## config.mk

```make
export PLATFORM = sky130hd
export DESIGN_NAME = fu_slot
export DESIGN_NICKNAME = d
export VERILOG_FILES = /design/src/rtl/fu_slot_pkg.sv /design/src/rtl/fu_slot_ctrl.sv /design/src/rtl/fu_slot_dp.sv /design/src/rtl/fu_slot.sv
export SDC_FILE = /design/constraint.sdc
export NUM_CORES = 1
export LEC_CHECK = 0
export BUFFER_PORTS_ARGS = -buffer_cell sky130_fd_sc_hd__buf_4
export CAP_MARGIN = 10
export CORE_UTILIZATION = 41
export CTS_CLUSTER_SIZE = 25
export DETAILED_ROUTE_END_ITERATION = 10
export GPL_TIMING_DRIVEN = 0
export MAX_ROUTING_LAYER = met4
export PLACE_DENSITY = 0.76
export SYNTH_ARGS = -nofsm -noshare
export SYNTH_HDL_FRONTEND = slang
export SYNTH_SLANG_ARGS = --single-unit
```

## constraint.sdc

```tcl
create_clock -name clk -period 1.6 [get_ports clk]
set_clock_uncertainty 0.2 [all_clocks]
set_input_delay 0.32 -clock clk [delete_from_list [all_inputs] [get_ports clk]]
set_output_delay 0.32 -clock clk [all_outputs]
set_load 0.03 [all_outputs]
```

## src/rtl/fu_slot_pkg.sv

```systemverilog
package fu_slot_pkg;

  typedef enum logic [2:0] {
    ST_IDLE       = 3'd0,
    ST_WAIT_READ  = 3'd1,
    ST_EXEC       = 3'd2,
    ST_WAIT_WRITE = 3'd3,
    ST_WRITE      = 3'd4
  } fuState_t;

  // Strobes from the control FSM to the datapath latches
  typedef struct packed {
    logic takeIssue;
    logic takeOps;
    logic takeRes;
    logic driveWrite;
  } fuStrobe_t;

endpackage

```

## src/rtl/fu_slot_ctrl.sv

```systemverilog
module fu_slot_ctrl
  import fu_slot_pkg::*;
#(
  parameter int ID_W    = 2,
  parameter int UNIT_ID = 1
) (
  input  logic            clk,
  input  logic            rstN,
  input  logic            issueValid,
  input  logic            rawHold,
  input  logic            goRead,
  input  logic            pipeReady,
  input  logic            resValid,
  input  logic [ID_W-1:0] resTag,
  input  logic            warHold,
  input  logic            goWrite,
  output fuStrobe_t       strobe,
  output logic            busy,
  output logic            readReq,
  output logic            pipeValid,
  output logic            writeReq,
  output logic            writePending,
  output logic            issueErr
);

  localparam logic [ID_W-1:0] MY_TAG = ID_W'(UNIT_ID);

  fuState_t stateQ, stateD;
  logic     sentQ;
  logic     errQ;
  logic     resHit;

  assign busy         = (stateQ != ST_IDLE);
  assign readReq      = (stateQ == ST_WAIT_READ) && !rawHold;
  assign pipeValid    = (stateQ == ST_EXEC) && !sentQ;
  assign writePending = (stateQ == ST_WAIT_WRITE);
  assign writeReq     = writePending && !warHold;
  assign issueErr     = errQ;
  assign resHit       = resValid && (resTag == MY_TAG) && (stateQ == ST_EXEC) && sentQ;

  always_comb begin
    strobe.takeIssue  = (stateQ == ST_IDLE) && issueValid;
    strobe.takeOps    = readReq && goRead;
    strobe.takeRes    = resHit;
    strobe.driveWrite = writeReq && goWrite;
  end

  always_comb begin
    stateD = stateQ;
    unique case (stateQ)
      ST_IDLE:       if (issueValid)        stateD = ST_WAIT_READ;
      ST_WAIT_READ:  if (strobe.takeOps)    stateD = ST_EXEC;
      ST_EXEC:       if (resHit)            stateD = ST_WAIT_WRITE;
      ST_WAIT_WRITE: if (strobe.driveWrite) stateD = ST_WRITE;
      ST_WRITE:                             stateD = ST_IDLE;
      default:                              stateD = ST_IDLE;
    endcase
  end

  always_ff @(posedge clk) begin
    if (!rstN) begin
      stateQ <= ST_IDLE;
      sentQ  <= 1'b0;
      errQ   <= 1'b0;
    end else begin
      stateQ <= stateD;
      errQ   <= issueValid && busy;
      if (strobe.takeOps)              sentQ <= 1'b0;
      else if (pipeValid && pipeReady) sentQ <= 1'b1;
    end
  end


  raw_block_chk: assert property (@(posedge clk) disable iff (!rstN)
    rawHold |-> !readReq);


  read_drop_chk: assert property (@(posedge clk) disable iff (!rstN)
    (goRead && readReq) |=> (!readReq && pipeValid));


  war_block_chk: assert property (@(posedge clk) disable iff (!rstN)
    warHold |-> !writeReq);


  write_drop_chk: assert property (@(posedge clk) disable iff (!rstN)
    (goWrite && writeReq) |=> (!writeReq && busy));


  busy_issue_chk: assert property (@(posedge clk) disable iff (!rstN)
    (issueValid && busy) |=> issueErr);

endmodule

```

## src/rtl/fu_slot_dp.sv

```systemverilog
module fu_slot_dp
  import fu_slot_pkg::*;
#(
  parameter int DATA_W = 16,
  parameter int REG_AW = 5,
  parameter int OP_W   = 3
) (
  input  logic              clk,
  input  logic              rstN,
  input  fuStrobe_t         strobe,
  input  logic [OP_W-1:0]   issueOp,
  input  logic [REG_AW-1:0] issueSrcA,
  input  logic [REG_AW-1:0] issueSrcB,
  input  logic [REG_AW-1:0] issueDst,
  input  logic [DATA_W-1:0] rdDataA,
  input  logic [DATA_W-1:0] rdDataB,
  input  logic [DATA_W-1:0] resData,
  output logic [OP_W-1:0]   opCode,
  output logic [REG_AW-1:0] srcA,
  output logic [REG_AW-1:0] srcB,
  output logic [REG_AW-1:0] dst,
  output logic [DATA_W-1:0] opA,
  output logic [DATA_W-1:0] opB,
  output logic [DATA_W-1:0] wrData
);

  logic [DATA_W-1:0] resQ;

  always_ff @(posedge clk) begin
    if (!rstN) begin
      opCode <= '0;
      srcA   <= '0;
      srcB   <= '0;
      dst    <= '0;
      opA    <= '0;
      opB    <= '0;
      resQ   <= '0;
    end else begin
      if (strobe.takeIssue) begin
        opCode <= issueOp;
        srcA   <= issueSrcA;
        srcB   <= issueSrcB;
        dst    <= issueDst;
      end
      if (strobe.takeOps) begin
        opA <= rdDataA;
        opB <= rdDataB;
      end
      if (strobe.takeRes) resQ <= resData;
    end
  end

  assign wrData = strobe.driveWrite ? resQ : '0;


  reg_stable_chk: assert property (@(posedge clk) disable iff (!rstN)
    !strobe.takeIssue |=> ($stable(srcA) && $stable(srcB) && $stable(dst)));


  res_hold_chk: assert property (@(posedge clk) disable iff (!rstN)
    !strobe.takeRes |=> $stable(resQ));

endmodule

```

## src/rtl/fu_slot.sv

```systemverilog
module fu_slot
  import fu_slot_pkg::*;
#(
  parameter int DATA_W  = 16,
  parameter int REG_AW  = 5,
  parameter int OP_W    = 3,
  parameter int ID_W    = 2,
  parameter int UNIT_ID = 1
) (
  input  logic              clk,
  input  logic              rstN,
  input  logic              issueValid,
  input  logic [OP_W-1:0]   issueOp,
  input  logic [REG_AW-1:0] issueSrcA,
  input  logic [REG_AW-1:0] issueSrcB,
  input  logic [REG_AW-1:0] issueDst,
  input  logic              rawHold,
  input  logic              goRead,
  input  logic [DATA_W-1:0] rdDataA,
  input  logic [DATA_W-1:0] rdDataB,
  input  logic              pipeReady,
  input  logic              resValid,
  input  logic [ID_W-1:0]   resTag,
  input  logic [DATA_W-1:0] resData,
  input  logic              warHold,
  input  logic              goWrite,
  output logic              busy,
  output logic              writePending,
  output logic              issueErr,
  output logic [REG_AW-1:0] regSrcA,
  output logic [REG_AW-1:0] regSrcB,
  output logic [REG_AW-1:0] regDst,
  output logic              readReq,
  output logic              pipeValid,
  output logic [OP_W-1:0]   pipeOp,
  output logic [DATA_W-1:0] pipeA,
  output logic [DATA_W-1:0] pipeB,
  output logic [ID_W-1:0]   pipeTag,
  output logic              writeReq,
  output logic [DATA_W-1:0] wrData,
  output logic [REG_AW-1:0] wrDst
);

  fuStrobe_t strobe;

  fu_slot_ctrl #(.ID_W(ID_W), .UNIT_ID(UNIT_ID)) uCtrl (
    .clk(clk), .rstN(rstN), .issueValid(issueValid), .rawHold(rawHold),
    .goRead(goRead), .pipeReady(pipeReady), .resValid(resValid),
    .resTag(resTag), .warHold(warHold), .goWrite(goWrite), .strobe(strobe),
    .busy(busy), .readReq(readReq), .pipeValid(pipeValid),
    .writeReq(writeReq), .writePending(writePending), .issueErr(issueErr)
  );

  fu_slot_dp #(.DATA_W(DATA_W), .REG_AW(REG_AW), .OP_W(OP_W)) uDp (
    .clk(clk), .rstN(rstN), .strobe(strobe), .issueOp(issueOp),
    .issueSrcA(issueSrcA), .issueSrcB(issueSrcB), .issueDst(issueDst),
    .rdDataA(rdDataA), .rdDataB(rdDataB), .resData(resData),
    .opCode(pipeOp), .srcA(regSrcA), .srcB(regSrcB), .dst(regDst),
    .opA(pipeA), .opB(pipeB), .wrData(wrData)
  );

  assign pipeTag = ID_W'(UNIT_ID);
  assign wrDst   = regDst;

endmodule

```

# Yosys cells after proc, flatten, opt, wreduce, memory -nomap -nowiden
# Index checks and enable logic that the tools add are counted.
[classes]
n_eq_ne = 8
mux = 6
bitwise = 1
n_reduce_logical = 18
[op_table]
columns = ["operator", "count"]
rows = [
  ["$mux W16", 1],
  ["$mux W3", 4],
  ["$pmux W3 S4", 1],
  ["$logic_and A1 B1 Y1", 11],
  ["$eq A3 B2 Y1 const B", 2],
  ["$ne A2 B1 Y1 const B", 2],
  ["$ne A2 B2 Y1 const B", 2],
  ["$reduce_and A4 Y1", 1],
  ["$eq A3 B1 Y1 const B", 1],
  ["$logic_not A1 Y1", 3],
  ["$logic_not A3 Y1", 1],
  ["$reduce_bool A3 Y1", 1],
  ["$eq A2 B1 Y1 const B", 1],
  ["$reduce_or A2 Y1", 1],
  ["$not A1 Y1", 1],
]
[word_totals]
reg_bits = 71
input_bits = 77
output_inout_bits = 79

# Depth between registers and ports, before layout
# Gate-level depths: netlist of run 1.
[depth]
ltp_word = 6
mapped_depth = 6
ltp_nobuf = 3

# Cells and area by module
# From an unflattened synthesis of run 1, not the netlist that was laid out.
[unflattened]
cells_unflattened = 275
area_unflattened_um2 = 3011.6
[modules_own_cells]
columns = ["module", "n_inst", "cells_each", "area_per_inst_um2"]
rows = [
  ["fu_slot_dp", 1, 230, 2650.0],
  ["fu_slot_ctrl", 1, 36, 301.5],
  ["fu_slot", 1, 9, 60.1],
]

# Worst setup path before layout of run 1
# Ideal clock, no wire load.
[synth_path]
path_type = "reg-to-reg"
startpoint = "reg uCtrl.stateQ[1]"
endpoint = "reg uDp.opA[10]"
setup_ns = 0.072
arrival_ns = 1.771
slack_ns = -0.442
path_stages_with_launch = 7
n_path_buf = 3
synth_period_minus_slack_ns = 2.042
path_cell_list = "dfxtp_1 buf_6 nor4b_2 and2_1 buf_6 buf_12 mux2i_1"
[synth_via]
elab_chain_cells = 3
[synth_rtl]
columns = ["element", "line", "source"]
rows = [
  ["from (decl)", "fu_slot_ctrl.sv:28", "fuState_t stateQ, stateD;"],
  ["from (signal assigned)", "fu_slot_ctrl.sv:66", "stateQ <= stateD;"],
  ["$eq A3 B1 Y1", "fu_slot_ctrl.sv:34", "assign readReq = (stateQ == ST_WAIT_READ) && !rawHold;"],
  ["$logic_and A1 B1 Y1", "fu_slot_ctrl.sv:34", ""],
  ["via readReq", "fu_slot.sv:33", "output logic readReq,"],
  ["$logic_and A1 B1 Y1", "fu_slot_ctrl.sv:43", "strobe.takeOps = readReq && goRead;"],
  ["to (signal assigned)", "fu_slot_dp.sv:46", "opA <= rdDataA;"],
  ["to (decl)", "fu_slot_dp.sv:22", "output logic [DATA_W-1:0] opA,"],
]
# The timed path passes the listed nets, and every way through them passes these cells.
# A chain may end at the register's enable or synchronous reset.

# Worst setup path after layout of run 1
[layout_path]
startpoint = "reg uCtrl.stateQ[2]"
endpoint = "out wrData[5]"
[layout_via]
elab_chain_cells = 4
[layout_rtl]
columns = ["element", "line", "source"]
rows = [
  ["$eq A3 B2 Y1", "fu_slot_ctrl.sv:36", "assign writePending = (stateQ == ST_WAIT_WRITE);"],
  ["$logic_and A1 B1 Y1", "fu_slot_ctrl.sv:37", "assign writeReq = writePending && !warHold;"],
  ["$logic_and A1 B1 Y1", "fu_slot_ctrl.sv:45", "strobe.driveWrite = writeReq && goWrite;"],
  ["$mux W16", "fu_slot_dp.sv:53", "assign wrData = strobe.driveWrite ? resQ : '0;"],
  ["to (decl)", "fu_slot.sv:40", "output logic [DATA_W-1:0] wrData,"],
]
# Every way passes these cells.

==> results.ini, run 1 <==
[status]
status=finished, violations left
failed_checks=setup timing

[global_route]
grt_pass1_wl_um=13700
grt.overflow.total=0
grt_start_max_net_pins=13
grt_pass1_vias=2932
track_usage_pct=23.9
antenna_found_initial=0

[clock_network]
clkSinkCount=71
path_clk_slew_ps=70
clk_latency_ps=340
clock_path_buffers=2
cts_buffers=9
h-tree-depth=3
cts_root_buf=clkbuf_8
tritoncts=yes

[flow_run]
maxCapViolations=0

[finish]
layout-drive-gt1-share_pct=48.5
final_cell_count_no_fill=656
multi_input_area_mm2=0.00157
fill_cells=521
antenna_cells=0
final_common_cell=buf_4
seqCellArea_mm2=0.00143
area_growth_pct=75.6
postLayoutCellArea_mm2=0.00537
final_cell_mix=buf_4 (151), nand2_1 (114), dfxtp_1 (68), mux2i_1 (47), buf_6 (34)
nets=630

[timing]
finalSetupViolCount=88
max_clock_freq_mhz=459
maxSlewViolCount=0
final_hold_viol_count=0
rsz0062_at_grt=yes
period_share_pct=136
tightest_slew_ps=722
fin_hold_ws_ps=13.7
period_minus_slack_ps=2180
relSlewSlack_pct=51.9
layout_setup_ws_ps=-580
tns_ps=-31800

[die]
start_util_pct=42.4
dieArea_mm2=0.00781
die_width_um=88.4
coreArea_mm2=0.00721
io_pins=156
rows=31
die_y_um=88.4

[worst_setup_path]
crit_required_ps=1080
worst_setup_path_start_kind=flip-flop
arrival_ps=1660
critPathMaxFanout=6
path_class=flip-flop to primary output
end_kind=primary output

[routing]
viasPerCell=4.80
vias=3146
drt-total-wl_um=9780
wire_per_inst_um=14.9
post-route-drc-count=0
dr.pass1.iters=5
drt_iter0_markers=86
drtAntennaViolNets=0

[logic_synthesis]
synth_cell_types=28
syn_nets=422
synthesis.area_mm2=0.00306
synth_edf_count=0
yosysSeqAreaShare_pct=46.5
synth_area_leaders=dfxtp_1 (46%), mux2i_1 (16%), nand2_1 (14%), and2_1 (3.7%), nand3_1 (2.9%)
yosysTopAreaCell=dfxtp_1
yosys_register_bits=71
synth.avg_cell_area_um2=8.86
yosysTopAreaCellShare_pct=46.5
syn_inst=345
synthArstFlopShare_pct=0
synth_flop_cell=dfxtp_1
ys_warn_count=0

[placement]
post_dp_cell_area_mm2=0.00438
port-buffer-count=152
dp_hpwl_um=6060
gp_congestion=0.794
dpl.cell_count=596

[power]
peakVddDrop_v=0.000584
design_power_total_mw=4.14
pwr_density_cell_mw_per_mm2=771
power.leakage_nw=2.39

[hold_path]
hp-class=primary input to flip-flop

==> routing by layer <==
layer | GRT usage [%] | vias to the layer above | wire length (um)
met4 | 8.94 | 0 | 129
li1 | - | 1531 | -
met1 | 27.0 | 1494 | 3950
met3 | 4.85 | 9 | 524
met2 | 41.5 | 112 | 5170
met5 | - | - | 0
==> flip-flops by register name (all words and copies together), names as in the netlist <==
| name | count |
|---|---|
| uCtrl.issueErr | 1 |
| uCtrl.sentQ | 1 |
| uCtrl.stateQ | 3 |
| uDp.dst | 5 |
| uDp.opA | 16 |
| uDp.opB | 16 |
| uDp.opCode | 3 |
| uDp.resQ | 16 |
| uDp.srcA | 5 |
| uDp.srcB | 5 |
==> path summary, 6_finish.rpt <==
kind                   startpoint           to  slack (ps)  cells after the start
setup / recovery  uCtrl.stateQ[2]    wrData[5]        -580                      6
hold reg to reg        uDp.opA[1]   uDp.opA[1]         260                      2
setup reg to reg  uCtrl.stateQ[2]   uDp.opB[3]        -390                      8
hold / removal       issueSrcB[0]  uDp.srcB[0]          10                      3
==> power by group <==
group          internal (mW)  switching, mW
clock network          0.708          0.661
logic                  0.441          0.455
registers               1.83         0.0437
total                   2.98           1.16
==> cell families after synthesis <==
family | after synthesis | share of synthesized area, %
multiplexers | 48 | 15.7
flip-flops | 71 | 46.5
buffers and inverters | 35 | 8.02
AO/OA/AOI/OAI | 22 | 3.76
AND/OR/NAND/NOR | 167 | 25.8
other | 2 | 0.246
==> cell usage after synthesis (all sizes together) (2+ instances only) <==
library cell,instances
dfxtp,71
nor3b,2
nand2,115
nand4b,2
a21oi,2
nand3b,3
buf,21
and2,18
nor4b,2
conb,2
o21ai,18
inv,2
clkbuf,12
nand3,18
mux2i,48
nor2,4
==> cell type report <==
| cell class | instances | area share (%) |
|---|---|---|
| clock inverters | 6 | 1.16 |
| repair buffers | 200 | 33.7 |
| clock buffers | 9 | 2.31 |
| multi-input cells | 239 | 29.2 |
| well taps | 99 | 2.31 |
| plain buffers | 30 | 4.54 |
| inverters | 2 | 0.140 |
| flip-flops and latches | 71 | 26.6 |
==> stage by stage <==
step | worst slack [ps] | util, %
after floorplan | -192 | -
after global placement | -536 | 60.7
after detailed placement | -550 | 60.7
after CTS | -557 | 69.9
after global routing | -649 | 74.4
final | -580 | 74.4
==> timing repair <==
item / CTS / global route
resized for setup: 55 / 55
setup buffers: 17 / 14
hold buffers: 11 / 0
pin swaps: 13 / 21
cloned: 4 / 3
endpoints found under the hold margin: 11 / 0
setup endpoints to repair: 78 / 82
==> worst max-delay path, cell delays in order, from the launching register on <==
cell	delay, ps
dfxtp_4	350
nand3b_1	210
nor3b_4	220
buf_6	160
buf_6	120
and2_4	140
buf_6	120
(Power assumes the default switching activity.)
==> run 2, diff against run 1 <==
ABC_AREA = 1   (was default)
CORE_UTILIZATION = 40   (was 41)
==> run 2 against run 1 <==
Synthesized area is 8.3% lower. Synthesized cell count is 6.1% higher. The run still ends with setup timing left. Clock-buffer cell count is 3 higher. Worst hold slack better by 9.3 ps. Fmax is 10% higher. Combinational power is 150% higher.
==> results.ini, run 2 <==
[power]
power.leakage_nw=2.11
p_sw_mw=2.05
clkPwrFrac_pct=25.3
internal_power_mw=3.72
seq_power_share_pct=35.8
peakVddDrop_v=0.000618
p_comb_share_pct=38.8
pwr_density_cell_mw_per_mm2=1170
swShare_pct=35.5

[status]
failed_checks=setup timing
status=finished, violations left

[worst_setup_path]
worstPathCellList=nand2_4, nor3_4, nand2_4, buf_6, nor2_2, buf_6
critPathMaxFanout=5
crit_slowest_cell=dfxtp_2
critical-path-max-stage-delay_ps=360
path_class=flip-flop to primary output
crit_required_ps=1080
worst_setup_path_start_kind=flip-flop
arrival_ps=1460
end_kind=primary output

[logic_synthesis]
synthesis.area_mm2=0.00280
synth_common_cells=nand2_1 (93), dfxtp_1 (71), a21oi_1 (66)
synth_xor_xnor_area_share_pct=0
yosysTopAreaCell=dfxtp_1
synth.area.mux_share_pct=0
synth_cell_types=26
yosysSeqAreaShare_pct=50.7
yosysTopAreaCellShare_pct=50.7
synth_edf_count=0
synth_compound_area_share_pct=15.5
synthAdderAreaFrac_pct=0
synthArstFlopShare_pct=0
yosysMostFrequentCell=nand2_1
syn_nets=443
synth.avg_cell_area_um2=7.66
yosys_register_bits=71
synth_top_family_by_area=simple AND/OR/NAND/NOR gates
synthSimpleGateAreaFrac_pct=22.8
ys_warn_count=0
synth_flop_cell=dfxtp_1
syn_inst=366
synth_area_leaders=dfxtp_1 (51%), nand2_1 (12%), a21oi_1 (12%), inv_1 (3.6%), nand3_1 (3.4%)

[routing]
dr.pass1.iters=4
wire_per_inst_um=13.3
viasPerCell=4.72
vias=3052
drt-total-wl_um=8580
post-route-drc-count=0
drtAntennaViolNets=0
drt_iter0_markers=104

[timing]
final_hold_viol_count=0
tightest_slew_ps=641
maxSlewViolCount=0
fin_hold_ws_ps=23.0
finalSetupViolCount=45
period_minus_slack_ps=1980
rsz0062_at_grt=yes
relSlewSlack_pct=57.3
max_clock_freq_mhz=505
tns_ps=-6860
period_share_pct=124
layout_setup_ws_ps=-381

[die]
dieArea_mm2=0.00735
coreArea_mm2=0.00679
die_width_um=85.7
start_util_pct=41.3
rows=30
die_y_um=85.7
io_pins=156

[placement]
gp_congestion=0.750
dp_hpwl_um=5770
port-buffer-count=152
dpl.cell_count=614

[global_route]
track_usage_pct=23.2
antenna_found_initial=0
grt.overflow.total=0
grt_pass1_vias=2877
grt_pass1_wl_um=12900
grt_start_max_net_pins=12

[finish]
area_growth_pct=76.1
final_common_cell=buf_4
reg_top3=uDp.opA (16), uDp.opB (16), uDp.resQ (16)
antenna_cells=0
final_cell_count_no_fill=647
final_cell_mix=buf_4 (148), nand2_1 (77), dfxtp_1 (68), a21oi_1 (47), buf_6 (28)
nets=624
layout-drive-gt1-share_pct=49.9

[clock_network]
h-tree-depth=3
cts_buffers=9
cts_root_buf=clkbuf_8
clk_latency_ps=330
clkSinkCount=71
path_clk_slew_ps=80
clock_path_buffers=2
tritoncts=yes

[hold_path]
hp-class=primary input to flip-flop

[flow_run]
maxCapViolations=0

==> run 2: changes by cell type after synthesis, moves of 18 or more <==
cell     change
nor2_1      +19
a21oi_1     +64
and2_1      -18
mux2i_1     -48
inv_1       +25
nand2_1     -22
==> run 2: through the flow <==
| stage | total power, mW | utilization (%) | setup slack (ps) | area [um2] |
|---|---|---|---|---|
| 2_1_floorplan | 3.26 | - | -292 | 2930 |
| 3_5_place_dp | 3.90 | 61.6 | -181 | 4190 |
| 6_report | 5.77 | 72.7 | -381 | 4940 |
| 5_1_grt | 6.07 | 72.7 | -452 | 4940 |
| 3_3_place_gp | 3.86 | 61.6 | -171 | 4190 |
| 4_1_cts | 5.54 | 68.0 | -373 | 4620 |
==> run 2: layout make-up <==
cell class	count	area, um2
fillers	515	1860
repair buffers	169	1440
flip-flops and latches	71	1430
multi-input cells	235	1350
plain buffers	29	248
clock buffers	12	155
inverters	31	139
well taps	96	120
clock inverters	3	42.5
repair inverters	1	11.3
==> run 2: cell families after synthesis <==
group / Yosys count
simple gates: 147
compound gates: 86
flops: 71
buf+inv: 60
other cells: 2
==> run 2: power by group through the flow <==
stage / clock (mW) / combinational (mW) / sequential (mW)
after floorplan: 0 / 0.873 / 2.38
after global routing: 1.58 / 2.40 / 2.09
after detailed placement: 0 / 1.80 / 2.11
after global placement: 0 / 1.76 / 2.10
final: 1.46 / 2.24 / 2.07
after CTS: 1.48 / 2.01 / 2.06
==> run 2: metal layers <==
metal	GRT usage, %	part of all wire (%)	vias to the layer above
met5	-	0	-
met4	8.94	1.8	0
met3	5.39	4.9	12
met2	38.9	52	105
met1	26.9	41	1412
li1	-	-	1523
==> run 2: timing repair <==
item / 4_1_cts / 5_1_grt
pin swaps: 6 / 4
cloned: 1 / 7
hold buffers: 0 / 0
buffers inserted: 8 / 2
setup endpoints to repair: 21 / 75
endpoints found under the hold margin: 0 / 0
resized for setup: 42 / 62
==> run 2: final timing paths <==
check / slack, ps / end / cells past startpoint / start
worst max-delay path: -380 / wrData[2] / 6 / uCtrl.stateQ[0]
worst min-delay path: 20 / uDp.opA[11] / 3 / rdDataA[11]
worst max register to register: -60 / uDp.opA[4] / 10 / uCtrl.stateQ[1]
worst min register to register: 260 / uDp.srcB[0] / 2 / uDp.srcB[0]
==> run 2: worst max-delay path: cells and delay by family, from the launching register on <==
family,cells,cell delay (ps)
AND/OR/NAND/NOR,4,450
buffers and inverters,2,300
flip-flops,1,360
==> run 3, diff against run 2 <==
CORE_ASPECT_RATIO = 0.5   (was default)
MAX_ROUTING_LAYER = default   (was met4)
REMOVE_ABC_BUFFERS = 1   (was default)
==> run 3 against run 2 <==
The flow still finishes with violations (setup timing). Final cell count fell by 1.4%. Register-to-register slack got worse by 90 ps. Global-route usage up 1.8 points. Utilization rose by 5.2 points. Critical path depth is the same. Total power up 20%. Clock-buffer cell count did not move. Flip-flop and latch count unchanged. Worst setup slack worse by 110 ps. Sequential share of layout area is 1.6 points lower. Combinational power up 28%.
==> results.ini, run 3 (synthesis gave the netlist of run 2 again) <==
[timing]
finalSetupViolCount=86
layout_setup_ws_ps=-493
tightest_slew_ps=1150
fin_hold_ws_ps=34.0
rsz0062_at_grt=yes
max_clock_freq_mhz=478
relSlewSlack_pct=23.2
final_hold_viol_count=0
period_share_pct=131
maxSlewViolCount=0
period_minus_slack_ps=2090

[power]
pwr_density_cell_mw_per_mm2=1320
peakVddDrop_v=0.000775
clkPwrFrac_pct=28.6
p_sw_mw=2.54
power.leakage_nw=2.22
p_comb_share_pct=41.3
internal_power_mw=4.39
seq_power_share_pct=30.1
swShare_pct=36.6

[clock_network]
h-tree-depth=3
cts_hold_buf=0
path_clk_slew_ps=60
tritoncts=yes
cts_root_buf=clkbuf_16
clk_latency_ps=340
clock_path_buffers=2
cts_buffers=9
clkSinkCount=71

[finish]
reg_top3=uDp.opA (16), uDp.opB (16), uDp.resQ (16)
final_core_util_pct=77.9
antenna_cells=0
nets=618
final_common_cell=buf_4
final_cell_mix=buf_4 (144), dfxtp_1 (68), nand2_1 (63), a21oi_1 (44), buf_6 (31)
area_growth_pct=86.9
layout-drive-gt1-share_pct=58.2

[status]
failed_checks=setup timing
status=finished, violations left

[placement]
gp_congestion=0.802
dp_hpwl_um=4790
port-buffer-count=153

[routing]
viasPerCell=5.28
drtAntennaViolNets=0
dr.pass1.iters=4
post-route-drc-count=0
drt-total-wl_um=11600
vias=3371
wire_per_inst_um=18.1
drt_iter0_markers=207

[worst_setup_path]
arrival_ps=1570
end_kind=primary output
path_class=flip-flop to primary output
crit_required_ps=1080
critPathMaxFanout=5
reg2reg_slack_ps=-150
worst_setup_path_start_kind=flip-flop

[die]
dieArea_mm2=0.00737
start_util_pct=41.7
coreArea_mm2=0.00673
die_y_um=61.2
die_width_um=120
rows=21
io_pins=156

[global_route]
grt.overflow.total=0
grt_pass1_vias=2798
grt_start_max_net_pins=54
track_usage_pct=24.9
antenna_found_initial=0
grt_pass1_wl_um=13700

[flow_run]
maxCapViolations=0

[hold_path]
hp-class=primary input to flip-flop

## run 3: cell count changes in the layout (fill, tap and decap cells not counted), moves of 4 or more
| cell | before | now |
|---|---|---|
| o21ai_0 | 10 | 2 |
| nand2_1 | 77 | 63 |
| nand2_2 | 14 | 22 |
| o21ai_2 | 0 | 12 |
| clkbuf_16 | 4 | 10 |
| nand3_1 | 19 | 11 |
| clkbuf_8 | 11 | 1 |
| o21ai_1 | 8 | 4 |
| nand2_8 | 1 | 5 |
| nand3_2 | 0 | 8 |
| nand2_4 | 5 | 13 |
| clkbuf_1 | 9 | 2 |
| buf_4 | 148 | 144 |
## run 3: through the flow
stage | cells | cell area [um2] | TNS (ps) | setup WS [ps] | total power, mW
2_1_floorplan | 337 | 2620 | -14590 | -602 | 3.10
3_3_place_gp | 582 | 3890 | -22700 | -581 | 3.72
3_5_place_dp | 582 | 3890 | -24650 | -622 | 3.74
4_1_cts | 622 | 4600 | -11530 | -363 | 6.14
5_1_grt | 638 | 5240 | -17270 | -523 | 7.17
6_report | 638 | 5240 | -13170 | -493 | 6.93
## run 3: power by group through the flow
stage                     Combinational, mW  Sequential, mW  Clock (mW)
after floorplan                       0.677            2.42           0
after global placement                 1.63            2.09           0
after detailed placement               1.65            2.09           0
after CTS                              2.09            2.07        1.97
after global routing                   2.99            2.10        2.08
final                                  2.86            2.09        1.98
## run 3: timing repair
| item | in CTS | in global routing |
|---|---|---|
| endpoints found under the setup margin | 89 | 89 |
| pin swaps | 8 | 29 |
| gates cloned | 9 | 6 |
| resized for setup | 62 | 145 |
| setup buffers | 15 | 15 |
## run 3: critical path: stages, from the launching register on
cell	delay (ps)
dfxtp_4	370
nand2_4	60
nor3_4	250
buf_6	170
nand2_8	90
nor2_4	140
buf_6	140
## run 3: layout make-up
type                    instances  area (um2)
fillers                       431        1490
repair buffers                179        1510
flip-flops and latches         71        1430
clock buffers                  12         246
clock inverters                 4        45.0
multi-input cells             245        1690
well taps                      92         115
inverters                      31         143
repair inverters                4        60.1
## run 3: final timing paths
check,from,to,cells past startpoint
min,rdDataB[2],uDp.opB[2],3
min reg2reg,uDp.srcA[2],uDp.srcA[2],2
max reg2reg,uCtrl.stateQ[2],uDp.opA[10],9
max,uCtrl.stateQ[1],wrData[3],6
## run 3: per-layer routing
layer  vias to the layer above  global-route usage, %  share of wire (%)
met4                         0                   13.1                4.4
met3                        47                   7.69                6.3
met2                       163                   45.0                 50
met5                         -                      0                  0
li1                       1535                      -                  -
met1                      1626                   27.8                 39
